**config.mk**
```make
export PLATFORM = sky130hd
export DESIGN_NAME = blkxfer_seq
export DESIGN_NICKNAME = d
export VERILOG_FILES = /design/src/rtl/lsm_pkg.sv /design/src/rtl/lsm_popcnt.sv /design/src/rtl/lsm_pick.sv /design/src/rtl/lsm_addr_plan.sv /design/src/rtl/blkxfer_seq.sv
export SDC_FILE = /design/constraint.sdc
export NUM_CORES = 1
export LEC_CHECK = 0
export CAP_MARGIN = 20
export CORE_UTILIZATION = 50
export CTS_BUF_LIST = sky130_fd_sc_hd__clkbuf_4 sky130_fd_sc_hd__clkbuf_8
export DETAILED_ROUTE_END_ITERATION = 7
export HOLD_SLACK_MARGIN = 0.05
export PLACE_DENSITY = 0.75
export SYNTH_ARGS = -nofsm -noshare
export SYNTH_HDL_FRONTEND = slang
export SYNTH_SLANG_ARGS = --single-unit
```
**constraint.sdc**
```tcl
create_clock -name clk -period 6.9 [get_ports clk]
set_clock_uncertainty 0.05 [all_clocks]
set_input_delay 2.07 -clock clk [delete_from_list [all_inputs] [get_ports clk]]
set_output_delay 2.07 -clock clk [all_outputs]
set_load 0.005 [all_outputs]
```
**src/rtl/lsm_pkg.sv**
```systemverilog
package lsm_pkg;

  typedef enum logic [1:0] {
    MODE_INC_AFTER  = 2'd0,
    MODE_INC_BEFORE = 2'd1,
    MODE_DEC_AFTER  = 2'd2,
    MODE_DEC_BEFORE = 2'd3
  } xfer_mode_e;

  typedef enum logic [1:0] {
    SEQ_IDLE = 2'd0,
    SEQ_RUN  = 2'd1,
    SEQ_DONE = 2'd2
  } seq_state_e;

endpackage

```
**src/rtl/lsm_popcnt.sv**
```systemverilog
module lsm_popcnt #(
  parameter int W  = 16,
  parameter int CW = $clog2(W + 1)
) (
  input  logic [W-1:0]  vec_i,
  output logic [CW-1:0] count_o
);

  always_comb begin
    count_o = '0;
    for (int i = 0; i < W; i++) begin
      count_o = count_o + CW'(vec_i[i]);
    end
  end

endmodule

```
**src/rtl/lsm_pick.sv**
```systemverilog
module lsm_pick #(
  parameter int W  = 16,
  parameter int IW = $clog2(W)
) (
  input  logic [W-1:0]  vec_i,
  output logic [IW-1:0] idx_o,
  output logic [W-1:0]  rest_o
);

  logic [W-1:0] seen;
  logic [W-1:0] first;

  for (genvar i = 0; i < W; i++) begin : g_chain
    if (i == 0) begin : g_lsb
      assign seen[i]  = vec_i[i];
      assign first[i] = vec_i[i];
    end else begin : g_upper
      assign seen[i]  = seen[i-1] | vec_i[i];
      assign first[i] = vec_i[i] & ~seen[i-1];
    end
  end

  always_comb begin
    idx_o = '0;
    for (int i = 0; i < W; i++) begin
      if (first[i]) begin
        idx_o = idx_o | IW'(i);
      end
    end
  end

  assign rest_o = vec_i & ~first;

endmodule

```
**src/rtl/lsm_addr_plan.sv**
```systemverilog
module lsm_addr_plan
  import lsm_pkg::*;
#(
  parameter int AW     = 32,
  parameter int CW     = 5,
  parameter int STRIDE = 4
) (
  input  logic [AW-1:0] base_i,
  input  logic [CW-1:0] count_i,
  input  xfer_mode_e    mode_i,
  output logic [AW-1:0] start_o,
  output logic [AW-1:0] wb_o
);

  localparam logic [AW-1:0] STEP = AW'(STRIDE);

  logic [AW-1:0] span;

  assign span = AW'(count_i) * STEP;

  always_comb begin
    unique case (mode_i)
      MODE_INC_AFTER:  start_o = base_i;
      MODE_INC_BEFORE: start_o = base_i + STEP;
      MODE_DEC_AFTER:  start_o = base_i - span + STEP;
      default:         start_o = base_i - span;
    endcase
  end

  always_comb begin
    if (mode_i == MODE_DEC_AFTER || mode_i == MODE_DEC_BEFORE) begin
      wb_o = base_i - span;
    end else begin
      wb_o = base_i + span;
    end
  end

endmodule

```
**src/rtl/blkxfer_seq.sv**
```systemverilog
module blkxfer_seq
  import lsm_pkg::*;
#(
  parameter int AW     = 32,
  parameter int NREG   = 16,
  parameter int STRIDE = 4
) (
  input  logic                    clk,
  input  logic                    rst_n,
  input  logic                    start_i,
  input  logic [AW-1:0]           base_i,
  input  logic [NREG-1:0]         list_i,
  input  logic [1:0]              mode_i,
  input  logic                    wb_en_i,
  output logic                    busy_o,
  output logic                    beat_valid_o,
  output logic [AW-1:0]           beat_addr_o,
  output logic [$clog2(NREG)-1:0] beat_reg_o,
  output logic                    done_o,
  output logic                    wb_valid_o,
  output logic [AW-1:0]           wb_addr_o
);

  localparam int IW = $clog2(NREG);
  localparam int CW = $clog2(NREG + 1);
  localparam logic [AW-1:0] STEP = AW'(STRIDE);

  // reset: asserted asynchronously, released on the clock
  logic [1:0] rsync_q;
  logic       core_rst_n;

  always_ff @(posedge clk or negedge rst_n) begin
    if (!rst_n) begin
      rsync_q <= 2'b00;
    end else begin
      rsync_q <= {rsync_q[0], 1'b1};
    end
  end

  assign core_rst_n = rsync_q[1];

  // request decode
  logic [CW-1:0] req_count;
  logic [AW-1:0] plan_start;
  logic [AW-1:0] plan_wb;
  xfer_mode_e    req_mode;

  assign req_mode = xfer_mode_e'(mode_i);

  lsm_popcnt #(.W(NREG), .CW(CW)) u_popcnt (
    .vec_i   (list_i),
    .count_o (req_count)
  );

  lsm_addr_plan #(.AW(AW), .CW(CW), .STRIDE(STRIDE)) u_plan (
    .base_i  (base_i),
    .count_i (req_count),
    .mode_i  (req_mode),
    .start_o (plan_start),
    .wb_o    (plan_wb)
  );

  // sequencing state
  seq_state_e    state_q, state_d;
  logic [NREG-1:0] list_q, list_d;
  logic [AW-1:0] addr_q, addr_d;
  logic [AW-1:0] wb_q, wb_d;
  logic          wbv_q, wbv_d;
  logic [IW-1:0] pick_idx;
  logic [NREG-1:0] pick_rest;
  logic          accept;
  logic          walk_en;
  logic          req_empty;

  lsm_pick #(.W(NREG), .IW(IW)) u_pick (
    .vec_i  (list_q),
    .idx_o  (pick_idx),
    .rest_o (pick_rest)
  );

  assign accept    = (state_q == SEQ_IDLE) && start_i;
  assign walk_en   = (state_q == SEQ_RUN);
  assign req_empty = (req_count == '0);

  always_comb begin
    state_d = state_q;
    unique case (state_q)
      SEQ_IDLE: begin
        if (start_i) begin
          state_d = req_empty ? SEQ_DONE : SEQ_RUN;
        end
      end
      SEQ_RUN: begin
        if (pick_rest == '0) begin
          state_d = SEQ_DONE;
        end
      end
      default: state_d = SEQ_IDLE;
    endcase
  end

  always_comb begin
    list_d = list_q;
    addr_d = addr_q;
    if (accept) begin
      list_d = list_i;
      addr_d = plan_start;
    end else if (walk_en) begin
      list_d = pick_rest;
      addr_d = addr_q + STEP;
    end
  end

  always_comb begin
    wb_d  = wb_q;
    wbv_d = wbv_q;
    if (accept) begin
      wb_d  = plan_wb;
      wbv_d = wb_en_i && !req_empty;
    end
  end

  always_ff @(posedge clk or negedge core_rst_n) begin
    if (!core_rst_n) begin
      state_q <= SEQ_IDLE;
    end else begin
      state_q <= state_d;
    end
  end

  always_ff @(posedge clk or negedge core_rst_n) begin
    if (!core_rst_n) begin
      list_q <= '0;
      addr_q <= '0;
    end else if (accept || walk_en) begin
      list_q <= list_d;
      addr_q <= addr_d;
    end
  end

  always_ff @(posedge clk or negedge core_rst_n) begin
    if (!core_rst_n) begin
      wb_q  <= '0;
      wbv_q <= 1'b0;
    end else if (accept) begin
      wb_q  <= wb_d;
      wbv_q <= wbv_d;
    end
  end

  assign busy_o       = (state_q != SEQ_IDLE);
  assign beat_valid_o = walk_en;
  assign beat_addr_o  = addr_q;
  assign beat_reg_o   = pick_idx;
  assign done_o       = (state_q == SEQ_DONE);
  assign wb_valid_o   = done_o && wbv_q;
  assign wb_addr_o    = wb_q;

endmodule

```
==> results.py <==
metrics = {
    "synthesis": {
        "syn_inst": 1146,
        "synth_edf_count": 0,
        "synth_nets": 1232,
        "synth_area_per_cell_um2": 7.38,
        "async_flop_share": 1.00,
        "yosysWarningCount": 0,
        "yosys_register_bits": 85,
        "synthDistinctLibCells": 80,
        "synth-seq-area-share": 0.251,
        "synthFlopType": "dfrtp_1",
        "synth_area_um2": 8460,
    },
    "clock_network": {
        "ctsHtreeMaxLevel": 3,
        "cts_tree": "built",
        "ctsHoldBuffers": 0,
        "cts_buffers": 9,
        "cts.sinks": 85,
        "cts_root_buf": "clkbuf_8",
        "clk_latency_ns": 0.40,
        "path_clk_slew_ns": 0.12,
        "cts_buffer_depth": 2,
    },
    "global_route": {
        "grt_max_degree": 57,
        "grt_usage": 0.381,
        "grt_antenna_before_repair": 0,
        "overflow": 0,
        "grt_pass1_vias": 9726,
        "grt_pass1_wl_um": 52500,
    },
    "timing": {
        "setup_ws_ns": -1.31,
        "setup_tns_ns": -33.34,
        "max_clock_freq_ghz": 0.122,
        "setup_viol": 52,
        "period_minus_slack_ns": 8.21,
        "rsz0062_at_grt": "yes",
        "tightestPinTransition_ns": 1.01,
        "hold_viol": 0,
        "whs_ns": 0.207,
        "slew_headroom": 0.325,
        "slew_violations": 0,
        "finalCritPeriodShare": 1.19,
    },
    "place": {
        "place_congestion": 0.965,
        "place_ws_ns": -2.26,
        "dp_hpwl_um": 24000,
        "portBuffers": 125,
    },
    "worst_hold_path": {
        "hold_class": "register to async pin",
    },
    "pwr": {
        "power_leakage_uw": 0.00507,
        "peakVddDrop_uv": 327,
        "total_power_uw": 4900,
        "pwr_density_cell_nw_per_um2": 388,
    },
    "final_layout": {
        "antenna_cells": 0,
        "nets": 1492,
        "area_growth_pct": 49.5,
        "fin_util": 0.765,
        "drive_above_1_share": 0.281,
        "fill_cells": 1199,
    },
    "drt": {
        "dr.pass1.iters": 6,
        "via_per_inst": 6.42,
        "wl_um": 34600,
        "drc": 0,
        "routedWlPerCell_um": 21.2,
        "via_count": 10477,
        "ant_nets": 0,
        "drt_iter0_drc": 1199,
    },
    "floorplanning": {
        "die_h_um": 132,
        "fp.dieArea_um2": 17400,
        "rows": 47,
        "core_region_area_um2": 16500,
        "die_width_um": 132,
        "initial_core_util": 0.512,
        "io-pin-count": 126,
    },
    "setup_path": {
        "crit_arrival_ns": 8.50,
        "reg2reg_from": "beat_addr_o[2]$_DFFE_PN0P_",
        "crit_path_start_kind": "input pin",
        "r2r_cells": 8,
        "cp-end-kind": "register",
        "cp_max_fo": 6,
        "crit_start": "list_i[1]",
        "required_ns": 7.19,
        "worstSetupPathType": "input pin to register",
    },
    "run_status": {
        "outcome": "finished, violations left",
        "violations": "setup timing",
    },
    "flow_run": {
        "drv_cap": 0,
    },
}
worst max-delay path: stages:
cell,delay [ns]
buf_8,0.10
ha_4,0.25
inv_2,0.03
fa_1,0.50
inv_1,0.05
fa_1,0.46
fa_1,0.51
inv_1,0.05
fa_1,0.46
fa_2,0.38
fa_2,0.58
inv_4,0.06
fa_2,0.36
or2_4,0.26
buf_4,0.15
a211oi_4,0.28
nor3_4,0.09
a2111oi_4,0.44
o2111ai_4,0.17
or4b_4,0.61
buf_12,0.16
or3_1,0.38
nand3_1,0.09
through the flow:
step / instances / area, µm²
3_3_place_gp: 1578 / 11200
6_report: 1631 / 12600
5_1_grt: 1631 / 12600
2_1_floorplan: 1146 / 8730
3_5_place_dp: 1578 / 11200
4_1_cts: 1610 / 12100
registers in the layout, indices dropped and copies added (netlist names):
register and count:
rsync_q 2, wb_addr_o 32, beat_addr_o 32, list_q 16, wbv_q 1, state_q 2
cells in the mapped netlist, types with 14 or more instances:
cell	count	area share
nand2_1	148	0.066
o21ai_0	102	0.060
a21oi_1	91	0.054
dfrtp_1	85	0.25
nor2_1	84	0.037
clkbuf_1	62	0.028
inv_1	50	0.022
nor3_1	39	0.023
xnor2_1	38	0.039
xor2_1	35	0.036
nand3_1	34	0.020
nor4_1	25	0.018
nand4_1	21	0.016
ha_1	20	0.030
o22ai_1	19	0.014
nor2b_1	18	0.013
or4_1	16	0.014
o31ai_1	15	0.013
a31oi_1	14	0.010
path summary, 6_finish.rpt:
path	slack, ns	to
hold reg to reg	0.21	wb_addr_o[5]$_DFFE_PN0P_
setup reg to reg	3.75	beat_addr_o[26]$_DFFE_PN0P_
setup / recovery	-1.31	beat_addr_o[26]$_DFFE_PN0P_
max in group asynchronous	4.91	rsync_q[1]$_DFF_PN0_
min in group clk	0.32	rsync_q[1]$_DFF_PN0_
hold / removal	0.21	wb_addr_o[5]$_DFFE_PN0P_
kinds of logic after synthesis:
| group | Yosys count | synth area share |
|---|---|---|
| AND/OR/NAND/NOR | 458 | 0.272 |
| AO/OA/AOI/OAI | 350 | 0.263 |
| buffers and inverters | 132 | 0.0615 |
| flip-flops | 85 | 0.251 |
| XOR/XNOR | 73 | 0.0756 |
| adder cells (fa/ha/maj) | 35 | 0.0615 |
| multiplexers | 12 | 0.0145 |
| other | 1 | 0.000443 |
final cells by class:
| cell class | count | area, µm² | area share |
|---|---|---|---|
| Multi-Input combinational cell | 929 | 6890 | 0.545 |
| Timing Repair Buffer | 329 | 2940 | 0.232 |
| Sequential cell | 85 | 2130 | 0.169 |
| Tap cell | 220 | 275 | 0.0218 |
| Inverter | 52 | 198 | 0.0156 |
| Clock buffer | 9 | 124 | 0.00980 |
| Clock inverter | 7 | 86.3 | 0.00683 |
metal layers:
metal,up-vias,track usage,part of all wire
li1,4709,-,-
met1,4990,0.472,0.38
met2,615,0.627,0.48
met3,163,0.0527,0.074
met4,0,0.234,0.063
met5,-,0.0139,0
timing repair:
item,CTS,global route
endpoints found under the setup margin,56,53
buffers inserted,17,26
resized for setup,133,94
pin swaps,67,50
cloned,0,1
cells in the final DEF, fill, tap and decap left out, drive strengths merged, types with 6 or more instances in the layout:
master         instances
buf                  206
nand2                148
clkdlybuf4s50        118
o21ai                102
a21oi                 91
dfrtp                 85
nor2                  84
inv                   55
nor3                  40
xnor2                 38
xor2                  35
nand3                 34
nor4                  28
nand4                 21
ha                    20
o22ai                 19
nor2b                 18
or4                   18
o31ai                 15
a31oi                 14
or3                   13
a22oi                 13
fa                    12
and3                  11
or2                   11
mux2i                 10
clkbuf                 9
a2bb2oi                9
and4                   8
nand2b                 8
a21o                   7
o21a                   7
o31a                   6
o21bai                 6
nor4b                  6
power by group:
group,internal [µW],leakage (µW),switching [µW]
registers,721,0.00104,257
logic,1770,0.00392,1740
clock network,177,0.000105,235
No activity file was read; power rests on OpenSTA's default activity.
